[src/rtl/hs_deadtime_seq.sv]
module hs_deadtime_seq #(
  parameter int unsigned DT_HS  = 8,
  parameter int unsigned DT_REC = 110
) (
  input  logic clk,
  input  logic rst,
  input  logic cmd_n,
  input  logic enable,
  input  logic logic_ok,
  input  logic float_ok,
  output logic hs_on,
  output logic rech_on
);

  localparam int HW = $clog2(DT_HS + 1);
  localparam int RW = $clog2(DT_REC + 1);
  localparam logic [HW-1:0] HS_LAST  = HW'(DT_HS - 1);
  localparam logic [RW-1:0] REC_LAST = RW'(DT_REC - 1);

  logic hs_q, rech_q;
  logic [HW-1:0] rech_off_cnt;
  logic [RW-1:0] hs_off_cnt;

  wire want_hs   = logic_ok & float_ok & enable & ~cmd_n;
  wire want_rech = ~logic_ok | ~enable | cmd_n;

  wire hs_gap_ok   = ~rech_q & (rech_off_cnt >= HS_LAST);
  wire rech_gap_ok = ~hs_q & (hs_off_cnt >= REC_LAST);

  wire hs_d   = want_hs & hs_gap_ok;
  wire rech_d = want_rech & rech_gap_ok;

  always_ff @(posedge clk) begin
    if (rst) begin
      hs_q         <= 1'b0;
      rech_q       <= 1'b1;
      hs_off_cnt   <= REC_LAST;
      rech_off_cnt <= '0;
    end else begin
      hs_q   <= hs_d;
      rech_q <= rech_d;
      if (hs_q)
        hs_off_cnt <= '0;
      else if (hs_off_cnt < REC_LAST)
        hs_off_cnt <= hs_off_cnt + 1'b1;
      if (rech_q)
        rech_off_cnt <= '0;
      else if (rech_off_cnt < HS_LAST)
        rech_off_cnt <= rech_off_cnt + 1'b1;
    end
  end

  assign hs_on   = hs_q;
  assign rech_on = rech_q;

  logic [HW:0] mon_rech_low;
  logic [RW:0] mon_hs_low;

  always_ff @(posedge clk) begin
    if (rst) begin
      mon_rech_low <= '0;
      mon_hs_low   <= (RW+1)'(DT_REC);
    end else begin
      if (rech_on)
        mon_rech_low <= '0;
      else if (mon_rech_low < (HW+1)'(DT_HS))
        mon_rech_low <= mon_rech_low + 1'b1;
      if (hs_on)
        mon_hs_low <= '0;
      else if (mon_hs_low < (RW+1)'(DT_REC))
        mon_hs_low <= mon_hs_low + 1'b1;
    end
  end


  reset_state_chk: assert property (@(posedge clk) rst |=> (!hs_on && rech_on));


  hs_gate_chk: assert property (@(posedge clk) disable iff (rst)
    !(logic_ok && float_ok && enable && !cmd_n) |=> !hs_on);


  hs_deadtime_chk: assert property (@(posedge clk) disable iff (rst)
    $rose(hs_on) |-> (mon_rech_low >= (HW+1)'(DT_HS)));


  rech_deadtime_chk: assert property (@(posedge clk) disable iff (rst)
    $rose(rech_on) |-> (mon_hs_low >= (RW+1)'(DT_REC)));


  no_overlap_chk: assert property (@(posedge clk) disable iff (rst)
    !(hs_on && rech_on));


  park_off_chk: assert property (@(posedge clk) disable iff (rst)
    (logic_ok && !float_ok && enable && !cmd_n) |=> (!hs_on && !rech_on));


  rech_drop_chk: assert property (@(posedge clk) disable iff (rst)
    (logic_ok && float_ok && enable && !cmd_n) |=> !rech_on);

endmodule

[config.mk]
export PLATFORM = sky130hd
export DESIGN_NAME = hs_deadtime_seq
export DESIGN_NICKNAME = d
export VERILOG_FILES = /design/src/rtl/hs_deadtime_seq.sv
export SDC_FILE = /design/constraint.sdc
export NUM_CORES = 1
export LEC_CHECK = 0
export BUFFER_PORTS_ARGS = -buffer_cell sky130_fd_sc_hd__buf_2
export CAP_MARGIN = 15
export CORE_AREA = 2 2 39 41
export CTS_CLUSTER_DIAMETER = 40
export DETAILED_ROUTE_END_ITERATION = 10
export DIE_AREA = 0 0 41 43
export PLACE_DENSITY = 0.69
export SLEW_MARGIN = 10
export SYNTH_ARGS = -nofsm -noshare
export SYNTH_HDL_FRONTEND = slang
export SYNTH_SLANG_ARGS = --single-unit
export TNS_END_PERCENT = 20
[constraint.sdc]
create_clock -name clk -period 2.4 [get_ports clk]
set_input_delay 0.12 -clock clk [delete_from_list [all_inputs] [get_ports clk]]
set_output_delay 0.12 -clock clk [all_outputs]
set_load 0.02 [all_outputs]
==> reports/metrics.yaml <==
hpwlAfterDp_um: 921
grt_max_degree: 12
grt.total_usage_pct: 18.6
required_ns: 2.55
mostFrequentLayoutCell: "dfxtp_1"
die_width_um: 41
clock_latency_ns: 0.27
most-common-layout-cells: "dfxtp_1, buf_2, nand3_1"
core_area_um2: 1380
antenna_found_initial: 0
postCtsResizedCells: 0
tightestPinTransition_ns: 0.373
synth_area_um2: 657
route.detailed.drc: 0
wl_um: 1300
ctsRootBufferMaster: "clkbuf_4"
ys_seq_area_share_pct: 39.6
worst_r2r_endpoint: "rech_on"
max_freq_mhz: 749
cts_setup_buffers: 0
worst_setup_path_start_kind: "register"
hold_buffers: 0
drt-wirelength-per-cell_um: 13.7
worst-r2r-setup-slack_ns: 1.06
cp-end-kind: "register"
synth_top_cells_by_area: "dfxtp_1, ha_1, nand3_1"
cts_tree: "done"
hold_path_class: "in -> reg"
ff2ff_path_depth: 5
antenna_cells: 0
finClkSkew_ns: 0.00360
powerDensity_nw_per_um2: 796
p_leak_nw: 0.290
outcome: "completed"
grt_pass1_wl_um: 2240
yosysTopAreaCellShare_pct: 39.6
start_util_pct: 47.5
die_y_um: 43
slew-limit-headroom_pct: 74.9
ys_types: 30
drive_above_1_share_pct: 16.5
drt_first_pass_iters: 4
setup_viol_count_final: 0
n_fill_cell: 132
portBuffers: 7
instances_no_fill: 95
nets: 89
path_class: "reg -> reg"
viasPerCell: 6.11
cap_violations: 0
cts_buffers: 3
cts.path.max_buffers: 2
yosys.area_share.xor_xnor_pct: 1.33
cts.sinks: 13
ios: 8
synthAdderAreaFrac_pct: 5.71
ys_ff_latch: 13
timing.final.crit_period_ns: 1.34
synth_compound_area_share_pct: 22.7
hold_viol_final: 0
synthMuxAreaShare_pct: 3.05
grt_setup_unrepaired: "false"
min-delay-start: "float_ok"
yosysTopAreaCell: "dfxtp_1"
r2r_start: "hs_off_cnt[1]"
dieArea_um2: 1760
final_antenna_net_count: 0
finalSetupTns_ns: 0
htreeDepth: 1
gp_congestion: 0.761
holdPathEnd: "hs_on"
dp.cells: 91
vias: 580
synth_warnings: 0
whs_ns: 0.125
hold_path_depth: 2
clkTransAtPathRegs_ns: 0.08
drt_iter0_drc: 19
arrival_ns: 1.49
avgSynthCellArea_um2: 9.12
vdd_drop_max_mv: 0.382
synth_top_family_by_area: "compound AO/OA/AOI/OAI gates"
rows: 14
fin_total_pwr_uw: 571
setup_ws_ns: 1.06
first_global_vias: 548
syn_inst: 72
synth-simple-area-share_pct: 22.1
place_worst_setup_slack_ns: 1.07
worstPathMaxFanout: 6
synth_fp_nets: 81
final_max_slew_viol_count: 0
finalCritPeriodShare_pct: 55.6
syn_to_final_growth_pct: 9.14
grt-ovfl-total: 0
-- final cells by class --
class                           instances  area (um2)  area share (%)
Tap cell                               16        20.0            2.79
Inverter                                4        15.0            2.09
Multi-Input combinational cell         51         360            50.3
Sequential cell                        13         260            36.3
Clock buffer                            4        26.3            3.66
Timing Repair Buffer                    7        35.0            4.89
-- cells by family after synthesis --
| logic type | Yosys count |
|---|---|
| buffers and inverters | 8 |
| multiplexers | 2 |
| flip-flops | 13 |
| AO/OA/AOI/OAI | 20 |
| adder cells (fa/ha/maj) | 3 |
| XOR/XNOR | 1 |
| AND/OR/NAND/NOR | 25 |
-- layer usage --
layer | vias to the layer above | part of all wire [%] | global-route usage, %
met2 | 22 | 45 | 25.3
met4 | 0 | 0.77 | 9.33
li1 | 288 | - | -
met5 | - | 0 | 0
met1 | 268 | 48 | 25.9
met3 | 2 | 6.1 | 5.24
-- critical path, cell delays in order (launching register included) --
cell and delay [ns]:
dfxtp_1 0.43, inv_1 0.07, ha_1 0.17, or3_1 0.30, a31oi_1 0.17, o41ai_1 0.09
-- metrics by stage --
step | area, um2 | utilization, %
2_1_floorplan | 657 | -
3_5_place_dp | 691 | 49.9
5_1_grt | 717 | 51.8
6_report | 717 | 51.8
4_1_cts | 717 | 51.8
3_3_place_gp | 691 | 49.9
-- how the worst max path moves through the flow --
stage | depth (start not counted) | startpoint | end
4_1_cts | 5 | hs_off_cnt[1] | rech_on
5_1_grt | 5 | hs_off_cnt[1] | rech_on
6_report | 5 | hs_off_cnt[1] | rech_on
2_1_floorplan | 5 | hs_off_cnt[1] | rech_on
3_3_place_gp | 4 | hs_off_cnt[0] | hs_off_cnt[4]
3_5_place_dp | 5 | hs_off_cnt[1] | rech_on
-- synthesized netlist by cell type (all sizes together) --
library cell / count
or4: 2
and3: 2
mux2i: 2
o21ai: 2
and2: 1
a2111o: 1
ha: 3
a211oi: 2
o2111ai: 2
nor3: 3
and4b: 1
or3: 2
nand4b: 1
nand2: 3
o311ai: 1
buf: 1
a221oi: 1
xnor2: 1
o211a: 2
a21boi: 2
a21oi: 3
nand3: 7
clkbuf: 3
dfxtp: 13
o41ai: 1
inv: 4
nor2: 3
a31oi: 3
-- power by group --
part           internal [mW]  total [mW]  switching [mW]
Combinational         0.0797       0.157          0.0776
Sequential             0.238       0.279          0.0403
Clock                 0.0643       0.135          0.0705
-- sequential cells by signal, indices dropped and copies added, names as in the netlist --
register and cells:
hs_off_cnt 7, hs_on 1, rech_off_cnt 4, rech_on 1
No activity file was read; power rests on OpenSTA's default activity.
